==> src/rtl/isrc_pkg.sv <==
package isrc_pkg;

    typedef enum logic [1:0] {
        OP_TRIG    = 2'b00,
        OP_EOI     = 2'b01,
        OP_WR_PQ   = 2'b10,
        OP_WR_KIND = 2'b11
    } cmd_op_e;

    typedef enum logic [1:0] {
        EV_NONE,
        EV_LINE,
        EV_CMD,
        EV_BADIDX
    } evt_kind_e;

    localparam logic [1:0] PQ_IDLE   = 2'b00;
    localparam logic [1:0] PQ_OFF    = 2'b01;
    localparam logic [1:0] PQ_PEND   = 2'b10;
    localparam logic [1:0] PQ_QUEUED = 2'b11;

    typedef struct packed {
        logic [1:0] pq;
        logic       fire;
    } pq_step_t;

    function automatic pq_step_t pq_trigger(input logic [1:0] cur);
        pq_step_t s;
        unique case (cur)
            PQ_IDLE:   begin s.pq = PQ_PEND;   s.fire = 1'b1; end
            PQ_PEND:   begin s.pq = PQ_QUEUED; s.fire = 1'b0; end
            PQ_QUEUED: begin s.pq = PQ_QUEUED; s.fire = 1'b0; end
            PQ_OFF:    begin s.pq = PQ_OFF;    s.fire = 1'b0; end
        endcase
        return s;
    endfunction

    function automatic pq_step_t pq_eoi(input logic [1:0] cur);
        pq_step_t s;
        unique case (cur)
            PQ_PEND:   begin s.pq = PQ_IDLE;   s.fire = 1'b0; end
            PQ_QUEUED: begin s.pq = PQ_PEND;   s.fire = 1'b1; end
            PQ_IDLE:   begin s.pq = PQ_IDLE;   s.fire = 1'b0; end
            PQ_OFF:    begin s.pq = PQ_OFF;    s.fire = 1'b0; end
        endcase
        return s;
    endfunction

endpackage

==> src/rtl/isrc_line_arb.sv <==
module isrc_line_arb #(
    parameter int N     = 6,
    parameter int IDX_W = 3
) (
    input  logic [N-1:0]     req,
    output logic             hit,
    output logic [IDX_W-1:0] idx
);
    // lowest set bit wins: scan downward so the last hit is the lowest
    always_comb begin
        hit = 1'b0;
        idx = '0;
        for (int i = N - 1; i >= 0; i--) begin
            if (req[i]) begin
                hit = 1'b1;
                idx = IDX_W'(i);
            end
        end
    end
endmodule

==> src/rtl/isrc_rules.sv <==
module isrc_rules
    import isrc_pkg::*;
(
    input  evt_kind_e  kind,
    input  cmd_op_e    op,
    input  logic       is_level,
    input  logic       asrt,
    input  logic [1:0] pq,
    input  logic       line_val,
    input  logic [1:0] wdata,
    output logic [1:0] pq_nxt,
    output logic       asrt_nxt,
    output logic       notify,
    output logic       guest_err
);
    pq_step_t step;

    always_comb begin
        pq_nxt    = pq;
        asrt_nxt  = asrt;
        notify    = 1'b0;
        guest_err = 1'b0;
        step      = '0;
        unique case (kind)
            EV_LINE: begin
                if (is_level) begin
                    asrt_nxt = line_val;
                    notify   = line_val && (pq == PQ_IDLE);
                end else if (line_val) begin
                    step   = pq_trigger(pq);
                    pq_nxt = step.pq;
                    notify = step.fire;
                end
            end
            EV_CMD: begin
                unique case (op)
                    OP_TRIG: begin
                        step      = pq_trigger(pq);
                        pq_nxt    = step.pq;
                        notify    = step.fire;
                        guest_err = is_level && (step.pq == PQ_QUEUED);
                    end
                    OP_EOI: begin
                        step   = pq_eoi(pq);
                        pq_nxt = step.pq;
                        notify = is_level ? (asrt && (step.pq == PQ_IDLE))
                                          : step.fire;
                    end
                    OP_WR_PQ: begin
                        pq_nxt = wdata;
                    end
                    OP_WR_KIND: begin
                        pq_nxt = pq;
                    end
                endcase
            end
            EV_NONE, EV_BADIDX: begin
                pq_nxt = pq;
            end
        endcase
    end
endmodule

==> src/rtl/isrc_state_array.sv <==
module isrc_state_array
    import isrc_pkg::*;
#(
    parameter int NUM_SRC = 6,
    localparam int IDX_W  = (NUM_SRC > 1) ? $clog2(NUM_SRC) : 1
) (
    input  logic               clk,
    input  logic               rst_n,
    input  logic [NUM_SRC-1:0] line_in,
    input  logic               cmd_valid,
    input  logic [1:0]         cmd_op,
    input  logic [IDX_W-1:0]   cmd_idx,
    input  logic [1:0]         cmd_wdata,
    output logic               cmd_ready,
    input  logic [IDX_W-1:0]   rd_idx,
    output logic [3:0]         rd_data,
    output logic               notify,
    output logic [IDX_W-1:0]   notify_idx,
    output logic               guest_err,
    output logic [IDX_W-1:0]   guest_err_idx,
    output logic               bad_idx_err
);
    localparam logic [IDX_W:0] SRC_LIM = (IDX_W + 1)'(NUM_SRC);

    logic [NUM_SRC-1:0][1:0] pq_q;
    logic [NUM_SRC-1:0]      asrt_q;
    logic [NUM_SRC-1:0]      kind_q;
    logic [NUM_SRC-1:0]      seen_q;

    logic             line_hit;
    logic [IDX_W-1:0] line_idx;
    evt_kind_e        evt_kind;
    logic [IDX_W-1:0] sel_idx;
    logic             evt_active;
    cmd_op_e          op;
    logic [1:0]       sel_pq;
    logic             sel_asrt;
    logic             sel_kind;
    logic             sel_line;
    logic [1:0]       rule_pq;
    logic             rule_asrt;
    logic             rule_notify;
    logic             rule_gerr;

    assign op = cmd_op_e'(cmd_op);

    isrc_line_arb #(.N(NUM_SRC), .IDX_W(IDX_W)) u_arb (
        .req (line_in ^ seen_q),
        .hit (line_hit),
        .idx (line_idx)
    );

    // event selection: line changes before commands
    always_comb begin
        evt_kind = EV_NONE;
        sel_idx  = '0;
        if (line_hit) begin
            evt_kind = EV_LINE;
            sel_idx  = line_idx;
        end else if (cmd_valid) begin
            if ({1'b0, cmd_idx} < SRC_LIM) begin
                evt_kind = EV_CMD;
                sel_idx  = cmd_idx;
            end else begin
                evt_kind = EV_BADIDX;
            end
        end
    end

    assign cmd_ready  = !line_hit;
    assign evt_active = (evt_kind == EV_LINE) || (evt_kind == EV_CMD);

    always_comb begin
        sel_pq   = PQ_OFF;
        sel_asrt = 1'b0;
        sel_kind = 1'b0;
        sel_line = 1'b0;
        for (int i = 0; i < NUM_SRC; i++) begin
            if (sel_idx == IDX_W'(i)) begin
                sel_pq   = pq_q[i];
                sel_asrt = asrt_q[i];
                sel_kind = kind_q[i];
                sel_line = line_in[i];
            end
        end
    end

    isrc_rules u_rules (
        .kind      (evt_kind),
        .op        (op),
        .is_level  (sel_kind),
        .asrt      (sel_asrt),
        .pq        (sel_pq),
        .line_val  (sel_line),
        .wdata     (cmd_wdata),
        .pq_nxt    (rule_pq),
        .asrt_nxt  (rule_asrt),
        .notify    (rule_notify),
        .guest_err (rule_gerr)
    );

    // per-source state registers
    for (genvar g = 0; g < NUM_SRC; g++) begin : g_src
        logic       hit_g;
        logic [1:0] pq_r;
        logic       asrt_r;
        logic       seen_r;
        logic       kind_r;

        assign hit_g = evt_active && (sel_idx == IDX_W'(g));

        always_ff @(posedge clk or negedge rst_n) begin
            if (!rst_n) begin
                pq_r   <= PQ_OFF;
                asrt_r <= 1'b0;
                seen_r <= 1'b0;
            end else if (hit_g) begin
                pq_r   <= rule_pq;
                asrt_r <= rule_asrt;
                if (evt_kind == EV_LINE) begin
                    seen_r <= sel_line;
                end
            end
        end

        // kind map survives reset
        always_ff @(posedge clk) begin
            if (hit_g && (evt_kind == EV_CMD) && (op == OP_WR_KIND)) begin
                kind_r <= cmd_wdata[0];
            end
        end

        assign pq_q[g]   = pq_r;
        assign asrt_q[g] = asrt_r;
        assign seen_q[g] = seen_r;
        assign kind_q[g] = kind_r;
    end

    // output register
    always_ff @(posedge clk or negedge rst_n) begin
        if (!rst_n) begin
            notify        <= 1'b0;
            notify_idx    <= '0;
            guest_err     <= 1'b0;
            guest_err_idx <= '0;
            bad_idx_err   <= 1'b0;
        end else begin
            notify        <= evt_active && rule_notify;
            notify_idx    <= sel_idx;
            guest_err     <= evt_active && rule_gerr;
            guest_err_idx <= sel_idx;
            if (evt_kind == EV_BADIDX) begin
                bad_idx_err <= 1'b1;
            end
        end
    end

    always_comb begin
        rd_data = '0;
        for (int i = 0; i < NUM_SRC; i++) begin
            if (rd_idx == IDX_W'(i)) begin
                rd_data = {kind_q[i], asrt_q[i], pq_q[i]};
            end
        end
    end
endmodule


==> config.mk <==
export PLATFORM = sky130hd
export DESIGN_NAME = isrc_state_array
export DESIGN_NICKNAME = d
export VERILOG_FILES = /design/src/rtl/isrc_pkg.sv /design/src/rtl/isrc_line_arb.sv /design/src/rtl/isrc_rules.sv /design/src/rtl/isrc_state_array.sv
export SDC_FILE = /design/constraint.sdc
export NUM_CORES = 1
export LEC_CHECK = 0
export ABC_AREA = 1
export BUFFER_PORTS_ARGS = -buffer_cell sky130_fd_sc_hd__clkbuf_2
export CAP_MARGIN = 20
export CORE_AREA = 4 4 75 77
export CTS_CLUSTER_DIAMETER = 60
export DETAILED_ROUTE_END_ITERATION = 8
export DIE_AREA = 0 0 79 81
export PLACE_DENSITY = 0.83
export SETUP_SLACK_MARGIN = 0.2
export SYNTH_ARGS = -nofsm -noshare
export SYNTH_HDL_FRONTEND = slang
export SYNTH_SLANG_ARGS = --single-unit
export TNS_END_PERCENT = 100
==> constraint.sdc <==
create_clock -name clk -period 2.4 [get_ports clk]
set_clock_uncertainty 0.15 [all_clocks]
set_input_delay 0.48 -clock clk [delete_from_list [all_inputs] [get_ports clk]]
set_output_delay 0.48 -clock clk [all_outputs]
set_load 0.005 [all_outputs]
==> results of run 1 <==
## power breakdown
part	internal, mW	total [mW]	switching, mW
sequential	0.874	1.03	0.158
clock	0.203	0.450	0.247
combinational	1.36	3.31	1.95
## layout make-up
| cell class | instances | area, um^2 | share of cell area [%] |
|---|---|---|---|
| clock buffers | 5 | 68.8 | 1.74 |
| clock inverters | 3 | 18.8 | 0.473 |
| inverters | 62 | 268 | 6.75 |
| multi-input cells | 248 | 1790 | 45.2 |
| flip-flops and latches | 36 | 938 | 23.7 |
| well taps | 70 | 87.6 | 2.21 |
| repair buffers | 109 | 793 | 20.0 |
## what timing repair did
action,in CTS,in global routing
gates resized for setup,61,57
setup endpoints to repair,34,37
buffers inserted,24,10
pin swaps,35,41
## metrics by stage
step | hold WS, ps | total power [mW] | instance area (um^2)
after floorplan | 34.4 | 2.39 | 2610
after global placement | 309 | 3.09 | 3160
after detailed placement | 315 | 3.14 | 3160
after CTS | 128 | 4.12 | 3650
after global routing | 155 | 5.01 | 3970
final | 102 | 4.79 | 3970
## sequential cells by signal (all words and copies together), names as in the netlist
register / cells
g_src.asrt_r: 6
notify: 1
g_src.kind_r: 6
g_src.seen_r: 6
bad_idx_err: 1
g_src.pq_r: 12
guest_err: 1
guest_err_idx: 3
## worst max path at each step
stage                     slack (ps)               end  depth (start not counted)
after floorplan                   90   g_src[3].seen_r                         16
after global placement          -250  g_src[5].pq_r[0]                         17
after detailed placement        -330   g_src[0].asrt_r                         15
after CTS                         10  g_src[3].pq_r[1]                         18
after global routing            -350  g_src[3].pq_r[1]                         17
final                           -280   g_src[0].seen_r                         17
## cell families (layout without fill, tap and decap cells)
kind of cell | Yosys count | in the layout
adders and majority gates | 3 | 3
AOI/OAI and AO/OA | 42 | 42
and+or+nand+nor | 203 | 203
DFF | 36 | 36
buffers and inverters | 66 | 179
## layout by cell type (no fill, tap or decap), types with 4 or more instances in the layout
cell type / Yosys / layout
nand2_1: 96 / 79
buf_4: 3 / 67
inv_1: 55 / 38
clkbuf_2: 0 / 31
dfrtp_1: 24 / 24
nand2_2: 14 / 23
nand3_2: 3 / 21
inv_2: 5 / 17
nor2_4: 2 / 17
nor2_2: 1 / 14
nand2_4: 4 / 11
nor2_1: 39 / 11
o21ai_1: 5 / 11
nand3_1: 32 / 10
buf_6: 0 / 8
edfxtp_1: 6 / 6
dfstp_2: 6 / 6
o22ai_1: 7 / 5
o21ai_0: 14 / 5
clkbuf_8: 0 / 5
nand3_4: 0 / 4
o21ai_2: 1 / 4
nand4_4: 2 / 4
## per-layer routing
layer  track usage (%)  share of wire [%]  vias up
met5                 0                  0        -
met4              14.6                7.5        0
met3              4.66                9.3       77
met2              51.9                 49      225
met1              35.4                 34     1481
li1                  -                  -     1335
==> results_dict.tcl, run 1 <==
set metrics [dict create \
    coreArea_um2 5010 \
    avgSynthCellArea_um2 7.15 \
    nFillCells 315 \
    wire_per_inst_um 19.0 \
    synth_xor_area_share_pct 0 \
    synth.top_cell.area_share_pct 24.0 \
    p_per_area_nw_per_um2 1210 \
    setup_violations 34 \
    end_kind "flip-flop" \
    vias_per_cell 5.85 \
    synth_area_leaders "dfrtp_1, nand2_1, inv_1" \
    critPathLaunchType "flip-flop" \
    syn_nets 372 \
    synth_flop_cell "dfrtp_1" \
    num_antenna_cells 0 \
    start_util_pct 50.0 \
    grt_max_degree 31 \
    yosys.area.top_type "dfrtp_1" \
    crit_start "g_src[2].seen_r" \
    fin_crit_ps 2680 \
    grt_pass1_wl_um 14400 \
    drt_iter0_markers 401 \
    crit_slowest_cell "dfrtp_1" \
    tightest_slew_ps 823 \
    ys_types 36 \
    drive_above_1_share_pct 56.4 \
    layout.cells.non_filler 533 \
    numPlacedInstances 491 \
    r2r_setup_slack_ps -280 \
    antenna_found_initial 0 \
    yosys.area_share.simple_pct 40.0 \
    cts_buffers 5 \
    synth_compound_area_share_pct 10.6 \
    status "finished, violations left" \
    slew_headroom_pct 45.1 \
    cts-root-buf "clkbuf_8" \
    fmax_mhz 373 \
    grt_overflow 0 \
    reg2regPathDepth 17 \
    synth_most_common_cell "nand2_1" \
    hold_path.class "primary input to asynchronous set/reset pin" \
    path_cells "inv_1, nand2_1, nand2_2, nand2_4, nor2_8, buf_4, inv_2, nor2_4, inv_2, a31oi_4, ha_4, buf_6, nor2_4, inv_2, nor2_4, nand2_1, o21ai_1" \
    syn-cell-area_um2 2500 \
    drv_cap 0 \
    clock_latency_ps 300 \
    synthToLayoutAreaGrowth_pct 58.5 \
    num_rows 26 \
    io_pins 33 \
    async_flop_share_pct 83.3 \
    ys.warnings.count 0 \
    ant_nets 0 \
    clkTransAtPathRegs_ps 90 \
    synthAdderAreaFrac_pct 1.50 \
    die_x_um 79 \
    r2r-start "g_src[2].seen_r" \
    p_leak_nw 1.90 \
    synth_common_cells "nand2_1, inv_1, nor2_1, nand3_1, dfrtp_1" \
    setup_slack_ps -279 \
    port_buffers 32 \
    synth_top_family_by_area "simple AND/OR/NAND/NOR gates" \
    hold_viol_final 0 \
    remaining_drc_errors 0 \
    h-tree-depth 2 \
    gp_congestion 1.00 \
    final_util_pct 79.2 \
    grt_use_total_pct 29.6 \
    final_nets 484 \
    reg2reg_to "g_src[0].seen_r" \
    cts_buffer_depth 2 \
    worstPathRequired_ps 2470 \
    hpwl_um 5750 \
    first_pass_iters 5 \
    clock-sinks 36 \
    path_max_fanout 4 \
    period_share_pct 112 \
    wl_um 10100 \
    dieArea_um2 6400 \
    syn_inst 350 \
    violations "setup timing" \
    crit_buf_inv 6 \
    slew_violations 0 \
    holdBufCountCts 0 \
    peakVddDrop_mv 0.742 \
    post-place-ws_ps -327 \
    finalSetupTns_ps -5890 \
    die-height_um 81 \
    synth.area.mux_share_pct 0 \
    slowest_delay_ps 390 \
    path_class "flip-flop to flip-flop" \
    synth_edf_count 6 \
    grt_pass1_vias 2923 \
    cts_tree "yes" \
    cp.arrival_ps 2750 \
    crit_family "simple AND/OR/NAND/NOR gates" \
    via_count 3118 \
    rsz0062_at_grt "true" \
    yosys_register_bits 36 \
    seq_area_frac_synth_pct 37.5 \
]
(Power assumes the default switching activity.)
==> run 2: changes to the inputs <==
--- a/config.mk
+++ b/config.mk
@@ -8,10 +8,10 @@
 export ABC_AREA = 1
 export BUFFER_PORTS_ARGS = -buffer_cell sky130_fd_sc_hd__clkbuf_2
 export CAP_MARGIN = 20
-export CORE_AREA = 4 4 75 77
+export CORE_AREA = 2 2 73 75
 export CTS_CLUSTER_DIAMETER = 60
 export DETAILED_ROUTE_END_ITERATION = 8
-export DIE_AREA = 0 0 79 81
+export DIE_AREA = 0 0 75 77
 export PLACE_DENSITY = 0.83
 export SETUP_SLACK_MARGIN = 0.2
 export SYNTH_ARGS = -nofsm -noshare
==> run 2 against run 1 <==
The flow still finishes with violations (setup timing). Count of clock-buffer cells in the layout rose by 1. Critical path depth rose by 2. Global-route usage rose by 0.64 points. Cell area fell by 7.3%. Sequential power barely moved. Flip-flop and latch count did not move. Wire length fell by 16%. Largest cell class unchanged. Highest routed layer unchanged.
==> results_dict.tcl, run 2 (same netlist as run 1, synthesis figures left out) <==
set metrics [dict create \
    final_util_pct 73.9 \
    p_leak_nw 1.81 \
    hold_viol_final 0 \
    pwr-share-comb_pct 64.2 \
    slew_headroom_pct 46.9 \
    finalSetupTns_ps -662 \
    p_sw_share_pct 46.1 \
    num_rows 26 \
    cts-root-buf "clkbuf_8" \
    synthToLayoutAreaGrowth_pct 47.0 \
    power_frac_clock_pct 12.4 \
    reg2regPathDepth 19 \
    mostFrequentLayoutCell "nand2_1" \
    power_mw 4.29 \
    path_cells "inv_1, nand2_2, nand2_4, nand2_4, nor2_8, buf_6, nand2_4, buf_4, nand3_2, buf_4, o22ai_1, nor2_1, nand3_2, nand3_1, nand2_1, nand2_1, nand2_1, nand2_1, nand2_1" \
    r2r_setup_slack_ps -80 \
    seqPwrFrac_pct 23.4 \
    fin_crit_ps 2480 \
    slowest_delay_ps 390 \
    drv_cap 0 \
    grt_overflow 0 \
    start_util_pct 50.3 \
    port_buffers 32 \
    p_switching_mw 1.98 \
    hold_path.class "primary input to asynchronous set/reset pin" \
    cp.arrival_ps 2510 \
    cts_tree "yes" \
    coreArea_um2 4980 \
    r2r-start "g_src[0].seen_r" \
    mostFrequentLayoutCells "nand2_1, buf_4, inv_1" \
    dieArea_um2 5780 \
    p_int_mw 2.32 \
    clkTransAtPathRegs_ps 70 \
    clock_latency_ps 290 \
    nFillCells 365 \
    end_kind "flip-flop" \
    rsz0062_at_grt "true" \
    slew_violations 0 \
    grt_use_total_pct 30.3 \
    final_nets 470 \
    wl_um 8490 \
    largest_register_ffs 12 \
    cp_common_cell "nand2_1" \
    die-height_um 77 \
    first_pass_iters 6 \
    hpwl_um 5690 \
    top_register "g_src.pq_r" \
    h-tree-depth 2 \
    fin_area_um2 3680 \
    remaining_drc_errors 0 \
    crit_slowest_cell "dfrtp_1" \
    drt_iter0_markers 241 \
    place_area_um2 3170 \
    fmax_mhz 403 \
    path_max_fanout 4 \
    setup_violations 21 \
    vias_per_cell 5.53 \
    grt_max_degree 31 \
    num_antenna_cells 0 \
    setup_slack_ps -84.1 \
    critPathLaunchType "flip-flop" \
    peakVddDrop_mv 0.651 \
    io_pins 33 \
    tightest_slew_ps 797 \
    wire_per_inst_um 16.4 \
    violations "setup timing" \
    worstPathRequired_ps 2430 \
    period_share_pct 104 \
    drive_above_1_share_pct 47.2 \
    p_per_area_nw_per_um2 1170 \
    holdBufCountCts 0 \
    cts_buffers 5 \
    clock-sinks 36 \
    die_x_um 75 \
    cts_buffer_depth 2 \
    whs_ps 109 \
    ant_nets 0 \
    reg2reg_to "notify" \
    antenna_found_initial 0 \
    path_class "flip-flop to flip-flop" \
    gp_congestion 0.940 \
    grt_pass1_vias 2811 \
    status "finished, violations left" \
    grt_pass1_wl_um 13200 \
    via_count 2868 \
]
==> run 2: cell type report <==
class	instances	area [um^2]	area share [%]
clock buffer	6	72.6	1.97
clock inverter	2	35.0	0.953
inverter	62	260	7.08
multi-input combinational	249	1590	43.2
sequential	36	938	25.5
tap	70	87.6	2.38
timing repair buffer	94	693	18.8
==> run 2: stage by stage <==
| step | instances | worst slack (ps) |
|---|---|---|
| 3_3_place_gp | 491 | -265 |
| 2_1_floorplan | 350 | 93.8 |
| 4_1_cts | 514 | 34.5 |
| 3_5_place_dp | 491 | -283 |
| 5_1_grt | 519 | -201 |
| 6_report | 519 | -84.1 |
==> run 2: power by group through the flow <==
stage               Sequential (mW)  Combinational, mW  Clock, mW
global placement               1.00               2.14          0
finish                         1.01               2.76      0.533
floorplan                     0.969               1.42          0
detailed placement             1.01               2.20          0
global route                   1.03               2.96      0.556
CTS                           0.994               2.57      0.543
==> run 2: routing by layer <==
| metal | up-vias | global-route usage (%) | routed length (um) |
|---|---|---|---|
| met5 | - | 0 | 0 |
| met4 | 0 | 14.8 | 369 |
| li1 | 1312 | - | - |
| met3 | 46 | 4.07 | 584 |
| met2 | 154 | 49.2 | 4210 |
| met1 | 1356 | 38.6 | 3330 |
==> run 2: critical path: cells and delay by family (launching register included) <==
family,cells,cell delay [ps]
AND/OR/NAND/NOR,14,1260
buffers and inverters,4,500
AO/OA/AOI/OAI,1,70
flip-flops,1,390
==> run 2: what timing repair did <==
action / CTS / global route
cloned: 2 / 0
pin swaps: 26 / 18
endpoints found under the hold margin: 0 / 0
resized for setup: 49 / 16
setup buffers: 13 / 5
setup endpoints to repair: 33 / 36
==> run 2: how the worst max path moves through the flow <==
| stage | startpoint | end | slack, ps |
|---|---|---|---|
| finish | g_src[0].seen_r | notify | -80 |
| global route | g_src[4].seen_r | g_src[1].pq_r[0] | -200 |
| CTS | g_src[5].seen_r | g_src[3].seen_r | 30 |
| detailed placement | line_in[0] | g_src[0].asrt_r | -280 |
| global placement | line_in[0] | g_src[3].seen_r | -270 |
| floorplan | line_in[0] | g_src[3].seen_r | 90 |
==> run 3: changes to the inputs <==
--- a/config.mk
+++ b/config.mk
@@ -8,11 +8,11 @@
 export ABC_AREA = 1
 export BUFFER_PORTS_ARGS = -buffer_cell sky130_fd_sc_hd__clkbuf_2
 export CAP_MARGIN = 20
-export CORE_AREA = 2 2 73 75
+export CORE_AREA = 2 2 84 66
 export CTS_CLUSTER_DIAMETER = 60
 export DETAILED_ROUTE_END_ITERATION = 8
-export DIE_AREA = 0 0 75 77
-export PLACE_DENSITY = 0.83
+export DIE_AREA = 0 0 86 68
+export PLACE_DENSITY = 0.82
 export SETUP_SLACK_MARGIN = 0.2
 export SYNTH_ARGS = -nofsm -noshare
 export SYNTH_HDL_FRONTEND = slang
==> run 3 against run 2 <==
The run still ends with setup timing left. Critical path depth decreased by 3. Combinational power increased by 13%. Setup slack got worse by 130 ps. Sequential share of layout area decreased by 1.7 points. Utilization increased by 3.4 points. Highest routed layer unchanged.
==> results_dict.tcl, run 3 (same netlist as run 1, synthesis figures left out) <==
set metrics [dict create \
    grt_max_degree 31 \
    numPlacedInstances 484 \
    hold_path.class "primary input to asynchronous set/reset pin" \
    hpwl_um 5670 \
    cts_buffer_depth 2 \
    cts-root-buf "clkbuf_8" \
    p_leak_nw 1.86 \
    synthToLayoutAreaGrowth_pct 57.2 \
    crit_start "g_src[2].seen_r" \
    power_mw 4.62 \
    num_rows 23 \
    reg2regPathDepth 16 \
    place_area_um2 3170 \
    p_per_area_nw_per_um2 1170 \
    reg2reg_to "g_src[3].pq_r[1]" \
    clock-sinks 36 \
    remaining_drc_errors 0 \
    start_util_pct 49.1 \
    grt_overflow 0 \
    critPathLaunchType "flip-flop" \
    vias_per_cell 5.84 \
    drt_iter0_markers 371 \
    grt_pass1_wl_um 13900 \
    die_x_um 86 \
    setup_violations 21 \
    fin_crit_ps 2620 \
    crit_end "g_src[3].pq_r[1]" \
    mostFrequentLayoutCells "nand2_1, buf_4, inv_1" \
    layout.cells.non_filler 515 \
    final_util_pct 77.3 \
    cts_tree "yes" \
    mostFrequentLayoutCell "nand2_1" \
    fmax_mhz 382 \
    grt_use_total_pct 31.1 \
    port_buffers 32 \
    setup_slack_ps -217 \
    whs_ps 92.8 \
    post-place-ws_ps -342 \
    path_max_fanout 7 \
    nFillCells 295 \
    fin_area_um2 3940 \
    r2r-start "g_src[2].seen_r" \
    wire_per_inst_um 18.8 \
    clkTransAtPathRegs_ps 100 \
    gp_congestion 0.978 \
    path_class "flip-flop to flip-flop" \
    wl_um 9700 \
    violations "setup timing" \
    tightest_slew_ps 819 \
    period_share_pct 109 \
    via_count 3007 \
    io_pins 33 \
    rsz0062_at_grt "true" \
    slew_headroom_pct 45.4 \
    die-height_um 68 \
    hold_viol_final 0 \
    slew_violations 0 \
    peakVddDrop_mv 0.680 \
    r2r_setup_slack_ps -220 \
    clock_latency_ps 310 \
    dieArea_um2 5850 \
    cts_buffers 5 \
    first_pass_iters 5 \
    grt_pass1_vias 2957 \
    largest_register_ffs 12 \
    h-tree-depth 2 \
    holdBufCountCts 0 \
    end_kind "flip-flop" \
    num_antenna_cells 0 \
    ant_nets 0 \
    drive_above_1_share_pct 53.6 \
    status "finished, violations left" \
    antenna_found_initial 0 \
    finalSetupTns_ps -2570 \
    cp.arrival_ps 2660 \
    final_nets 474 \
    coreArea_um2 5090 \
    worstPathRequired_ps 2440 \
    drv_cap 0 \
    top_register "g_src.pq_r" \
]
[run 3: cell count changes in the layout (fill, tap and decap cells not counted), sizes merged]
cell      delta
clkbuf       -1
clkinv       -1
buf          +6
clkinvlp     +1
bufinv       -1
[run 3: worst max-delay path: stages, from the launching register on]
cell and delay, ps:
dfrtp_1 410, buf_4 140, nand2_1 70, nand2_2 70, nand2_4 100, nand3_1 160
nand2_4 170, inv_6 60, nor2_8 150, nand2_2 60, nand2_2 90, nand4_4 160
buf_4 190, a21oi_2 190, nand2_4 130, nand3_2 90, nand2_1 90
[run 3: per-layer routing]
| layer | GRT usage (%) | share of wire [%] | up-vias |
|---|---|---|---|
| li1 | - | - | 1326 |
| met1 | 34.9 | 36 | 1389 |
| met2 | 57.4 | 49 | 216 |
| met3 | 5.91 | 8.6 | 76 |
| met4 | 15.3 | 6.5 | 0 |
| met5 | 0 | 0 | - |
[run 3: worst min-delay path by stage]
stage,to,slack (ps),cells after the start
after floorplan,bad_idx_err,30,0
after global placement,bad_idx_err,300,1
after detailed placement,bad_idx_err,300,1
after CTS,g_src[0].seen_r,120,1
after global routing,guest_err_idx[0],160,1
final,g_src[0].seen_r,90,1
[run 3: layout make-up]
class	instances	area, um^2	share of cell area (%)
Timing Repair Buffer	98	762	19.4
Multi-Input combinational cell	249	1800	45.6
Tap cell	62	77.6	1.97
Sequential cell	36	938	23.8
Clock buffer	7	86.3	2.19
Inverter	62	268	6.80
Clock inverter	1	7.51	0.191
[run 3: what timing repair did]
action                                  in CTS  in global routing
buffers inserted                            14                  7
endpoints found under the setup margin      33                 37
cloned                                       2                  0
pin swaps                                   26                 43
gates resized for setup                     55                 70
[run 3: power breakdown]
part | switching (mW) | internal [mW] | total [mW] | leakage [nW]
clock network | 0.254 | 0.234 | 0.488 | 0.0445
logic | 1.85 | 1.25 | 3.11 | 1.39
registers | 0.148 | 0.874 | 1.02 | 0.418
total | 2.26 | 2.36 | 4.62 | 1.86
